--- config.mk ---
export PLATFORM = sky130hd
export DESIGN_NAME = vend_ctrl
export DESIGN_NICKNAME = d
export VERILOG_FILES = /design/src/rtl/vend_pkg.sv /design/src/rtl/vend_coin_sense.sv /design/src/rtl/vend_credit_fsm.sv /design/src/rtl/vend_open_gen.sv /design/src/rtl/vend_ctrl.sv
export SDC_FILE = /design/constraint.sdc
export NUM_CORES = 1
export LEC_CHECK = 0
export ABC_AREA = 1
export BUFFER_PORTS_ARGS = -buffer_cell sky130_fd_sc_hd__buf_2
export CAP_MARGIN = 30
export CELL_PAD_IN_SITES_DETAIL_PLACEMENT = 1
export CELL_PAD_IN_SITES_GLOBAL_PLACEMENT = 2
export CORE_AREA = 5 5 42 44
export CTS_BUF_LIST = sky130_fd_sc_hd__clkbuf_8
export CTS_CLUSTER_DIAMETER = 30
export DETAILED_ROUTE_END_ITERATION = 10
export DIE_AREA = 0 0 47 49
export PLACE_DENSITY_LB_ADDON = 0.1
export SYNTH_ARGS = -nofsm -noshare
export SYNTH_HDL_FRONTEND = slang
export SYNTH_SLANG_ARGS = --single-unit
--- constraint.sdc ---
create_clock -name clk -period 4.7 [get_ports clk]
set_clock_uncertainty 0.15 [all_clocks]
set_input_delay 0.47 -clock clk [delete_from_list [all_inputs] [get_ports clk]]
set_output_delay 0.47 -clock clk [all_outputs]
set_load 0.01 [all_outputs]
--- src/rtl/vend_pkg.sv ---
package vend_pkg;

    localparam int unsigned CREDIT_W       = 2;
    localparam int unsigned STEP_SUM_W     = CREDIT_W + 1;
    localparam int unsigned PRICE_STEPS    = 3;
    localparam int unsigned NICKEL_STEPS   = 1;
    localparam int unsigned DIME_STEPS     = 2;

    localparam int unsigned STYLE_MOORE     = 0;
    localparam int unsigned STYLE_MEALY     = 1;
    localparam int unsigned STYLE_MEALY_REG = 2;

    typedef enum logic [CREDIT_W-1:0] {
        CR_0  = 2'd0,
        CR_5  = 2'd1,
        CR_10 = 2'd2,
        CR_15 = 2'd3
    } credit_e;

    typedef enum logic [1:0] {
        COIN_NONE   = 2'd0,
        COIN_NICKEL = 2'd1,
        COIN_DIME   = 2'd2,
        COIN_BOTH   = 2'd3
    } coin_e;

    typedef struct packed {
        credit_e cur;
        coin_e   coin;
    } step_in_t;

    function automatic coin_e classify_coin(input logic nickel, input logic dime);
        coin_e c;
        case ({dime, nickel})
            2'b01:   c = COIN_NICKEL;
            2'b10:   c = COIN_DIME;
            2'b11:   c = COIN_BOTH;
            default: c = COIN_NONE;
        endcase
        return c;
    endfunction

    function automatic logic [STEP_SUM_W-1:0] coin_steps(input coin_e c);
        logic [STEP_SUM_W-1:0] s;
        case (c)
            COIN_NICKEL: s = STEP_SUM_W'(NICKEL_STEPS);
            COIN_DIME:   s = STEP_SUM_W'(DIME_STEPS);
            default:     s = '0;
        endcase
        return s;
    endfunction

    function automatic credit_e restart_base(input credit_e cur);
        return (cur == CR_15) ? CR_0 : cur;
    endfunction

    function automatic credit_e add_credit(input step_in_t si);
        logic [STEP_SUM_W-1:0] sum;
        credit_e base;
        base = restart_base(si.cur);
        sum  = {1'b0, base} + coin_steps(si.coin);
        if (sum >= STEP_SUM_W'(PRICE_STEPS)) begin
            return CR_15;
        end
        return credit_e'(sum[CREDIT_W-1:0]);
    endfunction

    function automatic logic reaches_price(input step_in_t si);
        return (si.cur != CR_15) && (coin_steps(si.coin) != '0)
               && (add_credit(si) == CR_15);
    endfunction

endpackage

--- src/rtl/vend_coin_sense.sv ---
module vend_coin_sense
    import vend_pkg::*;
(
    input  logic  nickel_i,
    input  logic  dime_i,
    output coin_e coin_o
);
    always_comb begin
        coin_o = classify_coin(nickel_i, dime_i);
    end
endmodule

--- src/rtl/vend_credit_fsm.sv ---
module vend_credit_fsm
    import vend_pkg::*;
(
    input  logic    clk,
    input  logic    rst,
    input  coin_e   coin_i,
    output credit_e credit_o
);
    credit_e  credit_q;
    credit_e  credit_d;
    step_in_t step;

    always_comb begin
        step.cur  = credit_q;
        step.coin = coin_i;
        credit_d  = add_credit(step);
    end

    always_ff @(posedge clk) begin
        if (rst) begin
            credit_q <= CR_0;
        end else begin
            credit_q <= credit_d;
        end
    end

    assign credit_o = credit_q;

    // reset lands on zero credit whatever the coins were
    assert_reset_clears_R4: assert property (@(posedge clk)
        rst |=> credit_q == CR_0);

    // the vend level never lasts two cycles
    assert_vend_level_once_R5: assert property (@(posedge clk) disable iff (rst)
        credit_q == CR_15 |=> credit_q != CR_15);

    // a double-coin cycle leaves the credit unchanged below the price
    assert_double_coin_holds_R3: assert property (@(posedge clk) disable iff (rst)
        (coin_i == COIN_BOTH && credit_q != CR_15) |=> $stable(credit_q));

    // a nickel from empty gives five cents
    assert_nickel_from_empty_R1: assert property (@(posedge clk) disable iff (rst)
        (coin_i == COIN_NICKEL && credit_q == CR_0) |=> credit_q == CR_5);

    // a dime at ten cents is absorbed into the vend level
    assert_overpay_saturates_R2: assert property (@(posedge clk) disable iff (rst)
        (coin_i == COIN_DIME && credit_q == CR_10) |=> credit_q == CR_15);
endmodule

--- src/rtl/vend_open_gen.sv ---
module vend_open_gen
    import vend_pkg::*;
#(
    parameter int unsigned OUT_STYLE = STYLE_MEALY
) (
    input  logic    clk,
    input  logic    rst,
    input  credit_e credit_i,
    input  coin_e   coin_i,
    output logic    open_o
);
    step_in_t step;
    logic     arrow_open;

    always_comb begin
        step.cur  = credit_i;
        step.coin = coin_i;
        if (rst) begin
            arrow_open = (credit_i == CR_15);
        end else begin
            arrow_open = reaches_price(step);
        end
    end

    generate
        if (OUT_STYLE == STYLE_MOORE) begin : g_moore
            assign open_o = (credit_i == CR_15);

            // the state-based vend pulse is one cycle wide
            assert_single_cycle_vend_R6: assert property (@(posedge clk) disable iff (rst)
                open_o |=> !open_o);
        end else if (OUT_STYLE == STYLE_MEALY) begin : g_mealy
            assign open_o = arrow_open;

            // a transition vend always leads into the vend level
            assert_mealy_leads_state_R7: assert property (@(posedge clk) disable iff (rst)
                open_o |=> credit_i == CR_15);
            // the double-coin input never vends
            assert_double_coin_no_vend_R3: assert property (@(posedge clk) disable iff (rst)
                coin_i == COIN_BOTH |-> !open_o);
        end else begin : g_mealy_reg
            logic open_q;
            always_ff @(posedge clk) begin
                if (rst) begin
                    open_q <= 1'b0;
                end else begin
                    open_q <= arrow_open;
                end
            end
            assign open_o = open_q;

            // the held vend coincides with the vend level
            assert_latched_with_level_R8: assert property (@(posedge clk) disable iff (rst)
                open_o |-> credit_i == CR_15);
            // the held vend is one cycle wide
            assert_latched_single_R8: assert property (@(posedge clk) disable iff (rst)
                open_o |=> !open_o);
        end
    endgenerate
endmodule

--- src/rtl/vend_ctrl.sv ---
module vend_ctrl
    import vend_pkg::*;
#(
    parameter int unsigned OUT_STYLE = STYLE_MEALY
) (
    input  logic clk,
    input  logic rst,
    input  logic coin_nickel,
    input  logic coin_dime,
    output logic vend_open
);
    coin_e   coin;
    credit_e credit;

    initial begin
        assert (OUT_STYLE <= STYLE_MEALY_REG)
            else $error("OUT_STYLE out of range");
    end

    vend_coin_sense u_sense (
        .nickel_i (coin_nickel),
        .dime_i   (coin_dime),
        .coin_o   (coin)
    );

    vend_credit_fsm u_fsm (
        .clk      (clk),
        .rst      (rst),
        .coin_i   (coin),
        .credit_o (credit)
    );

    vend_open_gen #(
        .OUT_STYLE (OUT_STYLE)
    ) u_open (
        .clk      (clk),
        .rst      (rst),
        .credit_i (credit),
        .coin_i   (coin),
        .open_o   (vend_open)
    );
endmodule

### After elaboration in Yosys (flattened, before gate mapping)

Cells that the tools add are included.

* register bits: 2
* input port bits: 4

* add/sub/neg operators: 2
* magnitude comparators: 2
* equality and inequality tests: 8
* multiplexer cells: 13
* reduce and logical (&&, ||, !) cells: 3

Operator list (count)
* $mux W2: 6
* $eq A2 B2 Y1 const B: 5
* $add A2 B3 Y3: 2
* $ge A3 B2 Y1 const B: 2
* $pmux W2 S3: 1
* $eq A2 B1 Y1 const B: 2
* $mux W1: 4
* $pmux W2 S2: 1
* $mux W3: 1
* $reduce_bool A3 Y1: 1
* $logic_and A1 B1 Y1: 2
* $ne A2 B2 Y1 const B: 1

### Logic depth before layout (Yosys ltp)

* depth in word-level cells: 14
* gate-level depth with buffers: 8
* gate-level depth less buffers: 8

### Cells and area by module

A second synthesis with hierarchy kept.

* cells, all modules: 36
* area total of the unflattened synthesis: 237.7 µm²

Modules (own cells, without submodules)
* vend_credit_fsm: times used 1, cells each 16, area each 117.6 µm²
* vend_open_gen: times used 1, cells each 18, area each 112.6 µm²
* vend_coin_sense: times used 1, cells each 2, area each 7.5 µm²

### Worst setup path after synthesis

No wires, ideal clock.

* path kind: input port to output port
* from: input port coin_dime
* to: output port vend_open
* data arrival time: 1.573 ns
* data required time: 4.080 ns
* path slack: 2.507 ns
* cell stages on the path: 8
* path through: inv_1 ha_1 ha_1 fa_1 nand2_1 nand2_1 nand3_1 nand2_1

* word-level cells in the longest chain between the ends: 14

Ends and longest elaborated chain
* from (decl): line vend_ctrl.sv:9 `input logic coin_dime,`
* $eq A2 B2 Y1 / $eq A2 B1 Y1 (equally long branches): line vend_pkg.sv:34 `case ({dime, nickel})`
* $pmux W2 S3 *: line vend_pkg.sv:34
* $eq A2 B2 Y1 / $eq A2 B1 Y1 (equally long branches): line vend_pkg.sv:45 `case (c)`
* $pmux W2 S2 *: line vend_pkg.sv:45
* $mux W3 *: line vend_open_gen.sv:18 `if (rst) begin`
* $add A2 B3 Y3: line vend_pkg.sv:61 `sum = {1'b0, base} + coin_steps(si.coin);`
* $ge A3 B2 Y1: line vend_pkg.sv:62 `if (sum >= STEP_SUM_W'(PRICE_STEPS)) begin`
* $mux W1: line vend_pkg.sv:62
* $mux W1: line vend_open_gen.sv:18
* $mux W2: line vend_pkg.sv:65 `return credit_e'(sum[CREDIT_W-1:0]);`
* $mux W2: line vend_open_gen.sv:18
* $eq A2 B2 Y1: line vend_pkg.sv:70 `&& (add_credit(si) == CR_15);`
* $logic_and A1 B1 Y1 *: line vend_pkg.sv:70
* $mux W1 *: line vend_open_gen.sv:18
* to (decl): line vend_ctrl.sv:10 `output logic vend_open`

Every way passes the cells marked *; elsewhere a longest branch is shown, timed or not. The select of a mux whose other input is x is not followed.

### Final worst setup path

* from: input port coin_nickel
* to: output port vend_open

* word-level cells in the longest chain between the ends: 14

Ends and longest elaborated chain
* from (decl): line vend_ctrl.sv:8 `input logic coin_nickel,`
* $eq A2 B2 Y1 / $eq A2 B1 Y1 (equally long branches): line vend_pkg.sv:34
* $pmux W2 S3 *: line vend_pkg.sv:34
* $eq A2 B2 Y1 / $eq A2 B1 Y1 (equally long branches): line vend_pkg.sv:45
* $pmux W2 S2 *: line vend_pkg.sv:45
* $mux W3 *: line vend_open_gen.sv:18
* $add A2 B3 Y3: line vend_pkg.sv:61
* $ge A3 B2 Y1: line vend_pkg.sv:62
* $mux W1: line vend_pkg.sv:62
* $mux W1: line vend_open_gen.sv:18
* $mux W2: line vend_pkg.sv:65
* $mux W2: line vend_open_gen.sv:18
* $eq A2 B2 Y1: line vend_pkg.sv:70
* $logic_and A1 B1 Y1 *: line vend_pkg.sv:70
* $mux W1 *: line vend_open_gen.sv:18

Marked as above.

==> metrics.yaml <==
synthesis:
  synth_fp_nets: 32
  avgSynthCellArea_um2: 6.99
  yosys_warnings: 0
  seq_area_frac_synth_pct: 23.9
  synthesis.area_um2: 168
  synth_cell_types: 7
  syn_inst: 24
  synth-seq-cells: 2
placed_design:
  gp_congestion: 0.648
  portBuffers: 4
  dp_cells: 44
  dpl.hpwl_um: 356
die:
  start_util_pct: 12.0
  die_y_um: 49
  std_cell_rows: 14
  core_um2: 1400
  fp.dieW_um: 47
  dieArea_um2: 2300
  ios: 5
routing:
  route.detailed.drc: 0
  routed_wl_um: 436
  vias_per_cell: 3.66
  detail-route-antenna-nets: 0
  routedWlPerCell_um: 9.28
  drt_first_pass_iters: 1
  vias: 172
  drtIter0Drc: 0
worst_setup_path:
  reg2reg_depth: 6
  crit_fanout: 2
  r2r-end: "u_fsm.credit_o[1]$_SDFF_PP0_"
  r2r-start: "u_fsm.credit_o[0]$_SDFF_PP0_"
  crit_required_ns: 4.08
  start_kind: "input port"
  end_kind: "output port"
  crit_path_start: "coin_nickel"
  critPathArrivalTime_ns: 1.84
  crit_type: "input port to output port"
  crit_end: "vend_open"
  rrSetupSlack_ns: 3.17
clock_tree:
  clk_pin_slew_ns: 0.03
  postCtsSetupBuffers: 0
  cts_buffers: 3
  clk_latency_ns: 0.22
  tritoncts: "done"
  clock_sinks: 2
  h-tree-depth: 1
  cts-root-buf: "clkbuf_8"
  clockBufferDepth: 2
  post_cts_resized: 0
  holdBufCountCts: 0
timing:
  max-slew-margin-rel_pct: 90.0
  slew_violations: 0
  holdWs_ns: 0.308
  post-route-period-util_pct: 52.4
  setup_viol: 0
  rsz0062_at_grt: "no"
  timing.setup.tns_ns: 0
  worstMarginPinSlew_ns: 0.149
  layout_min_cycle_time_ns: 2.46
  fmax_mhz: 406
  finalHoldViolations: 0
min_path:
  min-delay-path-class: "input port to register"
  hp-start: "rst"
final_layout:
  multi_input_area_um2: 109
  final_nets: 41
  antenna_cells: 0
  drive_gt1_share_pct: 22.6
  final_cell_mix: "nor2_1, inv_1, nand2_1, buf_2"
  syn2layout_area_growth_pct: 48.5
  final_common_cell: "nor2_1"
  largest_register_ffs: 2
  stdcell_count: 47
  fillCellCount: 187
  regArea_um2: 40.0
global_routing:
  grt.overflow.total: 0
  grt.total_usage_pct: 5.70
  grt_antenna_before_repair: 0
  grt_max_degree: 5
  grt_pass1_wl_um: 779
  grt_pass1_vias: 211
run_status:
  outcome: "completed"
flow_run:
  cap_viol_max_count: 0
power_and_ir_drop:
  leakagePower_nw: 0.138
  vdd_drop_max_mv: 0.104
  power_density_nw_per_um2: 446
-- kinds of logic after synthesis --
group / synth area share, %
adder cells (fa/ha/maj): 34.3
flip-flops: 23.9
AND/OR/NAND/NOR: 30.6
buffers and inverters: 11.2
-- critical path, stage by stage --
cell     delay, ns
buf_2         0.11
ha_1          0.19
ha_1          0.19
fa_1          0.51
nand2_1       0.06
nand2_1       0.06
nand3_1       0.07
nand2_1       0.06
buf_2         0.12
-- routing by layer --
layer	part of all wire, %	GRT usage (%)
met1	31	3.96
met2	58	8.14
met3	4.8	2.21
met4	6.4	9.68
met5	0	0
-- Yosys cell counts --
| cell | n | area, µm² |
|---|---|---|
| fa_1 | 1 | 20.0 |
| nand3_1 | 2 | 10.0 |
| nand2_1 | 4 | 15.0 |
| dfxtp_1 | 2 | 40.0 |
| ha_1 | 3 | 37.5 |
| nor2_1 | 7 | 26.3 |
| inv_1 | 5 | 18.8 |
-- report_power, final --
part	total [mW]	switching, mW	internal (mW)
Clock	0.0714	0.0170	0.0545
Combinational	0.0176	0.0100	0.00759
Sequential	0.0220	0.00237	0.0196
Total	0.111	0.0294	0.0817
-- worst min path at each step --
stage | to | slack [ns] | depth (start not counted)
global route | u_fsm.credit_o[0]$_SDFF_PP0_ | 0.31 | 2
floorplan | u_fsm.credit_o[0]$_SDFF_PP0_ | 0.39 | 1
global placement | u_fsm.credit_o[1]$_SDFF_PP0_ | 0.54 | 2
CTS | u_fsm.credit_o[0]$_SDFF_PP0_ | 0.30 | 2
detailed placement | u_fsm.credit_o[0]$_SDFF_PP0_ | 0.53 | 2
finish | u_fsm.credit_o[0]$_SDFF_PP0_ | 0.31 | 2
-- through the flow --
| step | setup WS [ns] | total power [mW] | utilization [%] | area (µm²) |
|---|---|---|---|---|
| floorplan | 2.51 | 0.0337 | - | 168 |
| global placement | 2.24 | 0.0405 | 14.8 | 208 |
| detailed placement | 2.23 | 0.0403 | 14.8 | 208 |
| CTS | 2.21 | 0.113 | 17.8 | 249 |
| global route | 2.10 | 0.118 | 17.8 | 249 |
| finish | 2.24 | 0.111 | 17.8 | 249 |
-- cell type report --
type / count / area share [%]
Clock buffer: 3 / 16.6
Timing Repair Buffer: 4 / 8.04
Tap cell: 16 / 8.04
Multi-Input combinational cell: 17 / 43.7
Sequential cell: 2 / 16.1
Inverter: 5 / 7.54
(Power assumes the default switching activity.)
